`config.mk`:
```
export PLATFORM = sky130hd
export DESIGN_NAME = alu_decode_unit
export DESIGN_NICKNAME = d
export VERILOG_FILES = /design/src/rtl/alu_decode_unit.sv
export SDC_FILE = /design/constraint.sdc
export NUM_CORES = 1
export LEC_CHECK = 0
export BUFFER_PORTS_ARGS = -buffer_cell sky130_fd_sc_hd__buf_2
export CAP_MARGIN = 10
export CORE_ASPECT_RATIO = 0.75
export CORE_MARGIN = 1.5
export CORE_UTILIZATION = 37
export DETAILED_ROUTE_END_ITERATION = 6
export GPL_TIMING_DRIVEN = 0
export MAX_ROUTING_LAYER = met4
export PLACE_DENSITY_LB_ADDON = 0.25
export SKIP_LAST_GASP = 1
export SLEW_MARGIN = 0
export SYNTH_ARGS = -nofsm -noshare
export SYNTH_HDL_FRONTEND = slang
export SYNTH_SLANG_ARGS = --single-unit
```
`constraint.sdc`:
```
create_clock -name vclk -period 13.1
set_clock_uncertainty 0.15 [all_clocks]
set_input_delay 2.62 -clock vclk [all_inputs]
set_output_delay 2.62 -clock vclk [all_outputs]
set_load 0.005 [all_outputs]
```
`src/rtl/alu_decode_unit.sv`:
```
module alu_decode_unit #(
  parameter int WIDTH = 32
) (
  input  logic [1:0]       op_class,
  input  logic [5:0]       fn_code,
  input  logic [WIDTH-1:0] opnd_a,
  input  logic [WIDTH-1:0] opnd_b,
  output logic [2:0]       alu_op,
  output logic [WIDTH-1:0] result,
  output logic             zero,
  output logic             ovf,
  output logic             illegal_fn
);
  localparam int MSB = WIDTH - 1;

  localparam logic [2:0] OP_AND = 3'b000;
  localparam logic [2:0] OP_OR  = 3'b001;
  localparam logic [2:0] OP_ADD = 3'b010;
  localparam logic [2:0] OP_SUB = 3'b110;
  localparam logic [2:0] OP_SLT = 3'b111;

  logic [2:0] fn_op;
  logic       fn_bad;

  always_comb begin
    fn_bad = 1'b0;
    case (fn_code)
      6'b100000: fn_op = OP_ADD;
      6'b100010: fn_op = OP_SUB;
      6'b100100: fn_op = OP_AND;
      6'b100101: fn_op = OP_OR;
      6'b101010: fn_op = OP_SLT;
      default: begin
        fn_op  = OP_ADD;
        fn_bad = 1'b1;
      end
    endcase
  end

  always_comb begin
    case (op_class)
      2'b01:   alu_op = OP_SUB;
      2'b10:   alu_op = fn_op;
      default: alu_op = OP_ADD;
    endcase
  end

  assign illegal_fn = (op_class == 2'b10) & fn_bad;

  logic [WIDTH-1:0] sum, diff;
  logic             add_v, sub_v, lt;

  assign sum   = opnd_a + opnd_b;
  assign diff  = opnd_a - opnd_b;
  assign add_v = (opnd_a[MSB] == opnd_b[MSB]) & (sum[MSB] != opnd_a[MSB]);
  assign sub_v = (opnd_a[MSB] != opnd_b[MSB]) & (diff[MSB] != opnd_a[MSB]);
  assign lt    = diff[MSB] ^ sub_v;

  always_comb begin
    case (alu_op)
      OP_AND:  result = opnd_a & opnd_b;
      OP_OR:   result = opnd_a | opnd_b;
      OP_ADD:  result = sum;
      OP_SUB:  result = diff;
      OP_SLT:  result = {{(WIDTH-1){1'b0}}, lt};
      default: result = '0;
    endcase
  end

  assign ovf  = ((alu_op == OP_ADD) & add_v) | ((alu_op == OP_SUB) & sub_v);
  assign zero = ~|result;
endmodule

```
Word-level counts from Yosys, hierarchy flattened
Cells that the tools add are included.
{"block": "word_totals", "inputBits": 72, "reg_bits": 0, "output_inout_bits": 38}
{"block": "classes", "mux": 4, "n_reduce_logical": 4, "bitwise_logic": 9, "n_addsub": 2, "n_eq_ne": 15}
{"operator": "$pmux 32 s5", "count": 1}
{"operator": "$add 32x32->32", "count": 1}
{"operator": "$and 32x32->32", "count": 1}
{"operator": "$or 32x32->32", "count": 1}
{"operator": "$reduce_or 32->1", "count": 1}
{"operator": "$sub 32x32->32", "count": 1}
{"operator": "$eq 6x6->1 const B", "count": 5}
{"operator": "$pmux 3 s4", "count": 1}
{"operator": "$eq 3x3->1 const B", "count": 2}
{"operator": "$pmux 3 s2", "count": 1}
{"operator": "$and 1x1->1", "count": 5}
{"operator": "$reduce_or 5->1", "count": 1}
{"operator": "$eq 3x1->1 const B", "count": 1}
{"operator": "$eq 3x2->1 const B", "count": 1}
{"operator": "$logic_not 3->1", "count": 1}
{"operator": "$ne 1x1->1", "count": 3}
{"operator": "$eq 2x1->1 const B", "count": 1}
{"operator": "$eq 2x2->1 const B", "count": 1}
{"operator": "$eq 1x1->1", "count": 1}
{"operator": "$logic_not 1->1", "count": 1}
{"operator": "$mux 1", "count": 1}
{"operator": "$or 1x1->1", "count": 1}
{"operator": "$xor 1x1->1", "count": 1}

Longest topological paths before layout
{"block": "depth", "ltp_word": 7, "mapped_depth": 22, "ltp_nobuf": 21}

Least setup slack after synthesis
Ideal clock, no wire load.
{"block": "synth_path", "kind": "input port to output port", "from": "in opnd_a[10]", "to": "out zero", "path_stages": 22, "arrival_time_ns": 6.255, "setup_slack_ns": 4.075, "cell_sequence": "inv_1 -> ha_1 -> clkbuf_1 -> or4_1 -> nor3_1 -> o21ai_1 -> nand4_1 -> a21o_1 -> o221a_2 -> o21ai_0 -> a21o_1 -> a21oi_1 -> nor2_1 -> fa_1 -> a21oi_1 -> o211ai_1 -> a21oi_1 -> nand4_1 -> nor4b_1 -> and4bb_1 -> nand3_1 -> nor4_2"}
{"block": "synth_via", "elab_chain_len": 7, "elab_cells_between_ends": 10, "cone_classes": "2 x add/sub; 1 x eq/ne; 1 x mux; 4 x bitwise; 2 x reduce/logical"}
{"item": "start: declaration", "line_no": "6", "source": "input logic [WIDTH-1:0] opnd_a,"}
{"item": "$sub 32x32->32", "line_no": "54", "source": "assign diff = opnd_a - opnd_b;"}
{"item": "$ne 1x1->1", "line_no": "56", "source": "assign sub_v = (opnd_a[MSB] != opnd_b[MSB]) & (diff[MSB] != opnd_a[MSB]);"}
{"item": "$and 1x1->1", "line_no": "56"}
{"item": "$xor 1x1->1", "line_no": "57", "source": "assign lt = diff[MSB] ^ sub_v;"}
{"item": "$pmux 32 s5 (*)", "line_no": "60", "source": "case (alu_op)"}
{"item": "$reduce_or 32->1 (*)", "line_no": "71", "source": "assign zero = ~|result;"}
{"item": "$logic_not 1->1 (*)", "line_no": "71"}
{"item": "end: declaration", "line_no": "10", "source": "output logic zero,"}
Mark *: on every way between the ends. The rest lies on a longest branch, timed or not.

Final worst setup path
{"block": "layout_path", "from": "in opnd_a[5]", "to": "out zero"}
The elaborated chain is that of the path after synthesis.

==> run summary <==
max cap viols -> 0
Max VDD drop -> 0.0000180 V
synthesized area -> 0.00573 mm²
Die H -> 111 µm
Resized cells post-CTS -> 0
Final Power -> 0.332 mW
critical path's most frequent cell -> a21oi_1
measured slew at the worst slew-check pin -> 0.820 ns
DRT antenna net count -> 0
row cnt -> 39
unrepaired setup endpoints after global routing -> false
Syn Inst Count -> 849
critical-path maximum fanout -> 10
HP Class -> primary input to output port
Net Sw Power -> 0.208 mW
layout cells sized above 1 -> 18.2%
Tot GR Track Use -> 27.2%
Hold Path Origin -> opnd_a[31]
hold path depth -> 3
Sum Neg Setup Slack -> 0 ns
minimum clock period -> 10.33 ns
vias in the first global route -> 6365
Final Net Count -> 1137
multi-input logic area -> 0.00511 mm²
startpoint types -> primary input
# Post-CTS Setup Buffers -> 0
slowest CP cell -> nor4b_1
seq_cells -> 0
hold buffers post-CTS -> 0
initial core utilization -> 37.8%
pre-CTS WS -> 2.93 ns
Worst Hold End -> ovf
I/O pin count -> 110
fmax -> 96.8 MHz
largest net degree at the start of global routing -> 11
setup violators final -> 0
I/O Buffers -> 110
Combinational Power Share -> 100.0%
Leak -> 3.09 nW
clock share of power -> 0%
total core area -> 0.0152 mm²
status -> complete, no violations
placed cells -> 1164
power density over the cells -> 50.8 mW/mm²
sw frac -> 62.6%
Data required, critical path -> 10.33 ns
synth warn -> 0
DR iter-0 viols -> 835
commonest non-fill, non-tap cell in the layout -> buf_2
Setup crit end kind -> output port
crit path DAT -> 7.56 ns
Final period util -> 78.9%
drt pass-1 iters -> 5
Fillers -> 1655
final hold violations -> 0
sequential share of the synthesized area -> 0%
Placer Congestion -> 1.01
drt total wl -> 22500 µm
DRC viols -> 0
Syn Nets -> 1025
max incr delay on CP -> 0.50 ns
Syn Area/Cell -> 6.75 µm²
hold slack -> 5.47 ns
WS Path Type -> primary input to output port
gr ovfl total -> 0
non-filler instance count after layout -> 1164
crit-path cells -> buf_2 -> inv_1 -> ha_1 -> clkbuf_1 -> or3_1 -> nor3_1 -> o21ai_1 -> nand4_1 -> a21o_1 -> o221a_2 -> o21ai_0 -> a21o_1 -> a21oi_1 -> nor2_1 -> fa_1 -> a21oi_1 -> o211ai_1 -> a21oi_1 -> nand4_1 -> nor4b_1 -> and4bb_1 -> nand3_1 -> nor4_2 -> buf_2
Worst Setup Slack, final -> 2.77 ns
Slew HR -> 44.8%
die area -> 0.0163 mm²
initial antenna violation count -> 0
Die X -> 147 µm
post-route design area -> 0.00654 mm²
Cell Int Power -> 0.124 mW
Via density -> 6.07
n_diodes -> 0
Distinct cells, synth -> 86
Reg power frac -> 0%
most frequent cells in the layout -> buf_2, inv_1, ha_1, nor2_1, a21oi_1
DR WL/cell -> 19.3 µm
total vias in the final route -> 7067
# clk buffers -> 0
Util after Layout -> 43.1%
Register Area -> 0 µm²
first-pass GRT wire length -> 34800 µm
area grow syn2layout -> 14.1%
max-slew violations -> 0
DP Wirelength -> 18400 µm
Post-DP Area -> 0.00654 mm²
routing by layer:
metal	track usage, %	part of all wire [%]	vias to the layer above
li1	-	-	3349
met1	42.2	48	3246
met2	38.2	39	439
met3	2.63	11	33
met4	3.57	1.5	0
met5	-	0	-
how the worst max path moves through the flow:
stage	start	to	slack (ns)	depth (start not counted)
6_report	opnd_a[5]	zero	2.77	24
5_1_grt	opnd_a[5]	zero	2.57	24
4_1_cts	opnd_a[5]	zero	2.91	24
3_5_place_dp	opnd_a[5]	zero	2.93	24
3_3_place_gp	opnd_a[5]	zero	2.90	24
2_1_floorplan	opnd_a[10]	zero	4.07	22
power groups by stage:
stage	registers, mW	logic, mW	clock network (mW)
final	0	0.332	0
after CTS	0	0.323	0
after global placement	0	0.320	0
after global routing	0	0.359	0
after detailed placement	0	0.321	0
after floorplan	0	0.212	0
cells in the mapped netlist, drive strengths merged, types with 12 or more instances:
master / instances / share of area [%]
nor3: 19 / 1.7
a221oi: 12 / 2.1
nand2: 53 / 3.5
nand3: 17 / 1.5
o21ai: 58 / 5.3
inv: 104 / 6.8
clkbuf: 23 / 1.5
o211ai: 16 / 2.1
ha: 101 / 22
o21bai: 14 / 2.1
buf: 27 / 2.5
a21oi: 76 / 6.8
nand2b: 13 / 1.4
a211oi: 18 / 2.4
o31ai: 12 / 1.7
nor2: 76 / 5.0
a21o: 17 / 2.2
critical path: cells and delay by family:
| family | cells | cell delay, ns |
|---|---|---|
| and+or+nand+nor | 9 | 2.11 |
| AOI/OAI and AO/OA | 9 | 1.59 |
| adders and majority gates | 2 | 0.70 |
| buffers and inverters | 4 | 0.54 |
cell type report:
cell class | instances | share of cell area, %
plain buffers | 50 | 3.52
inverters | 104 | 5.97
multi-input cells | 695 | 78.2
well taps | 205 | 3.92
repair buffers | 110 | 8.42
cell families (layout without fill, tap and decap cells):
family                     after synthesis  in the layout  share of synthesized area, %
AOI/OAI and AO/OA                      329            329                          42.1
and+or+nand+nor                        248            248                          21.7
buffers and inverters                  154            264                          10.8
adders and majority gates              104            104                          23.1
muxes                                    8              8                          1.40
xor gates and xnor gates                 6              6                         0.917
Power figures use the tool's default switching activity.
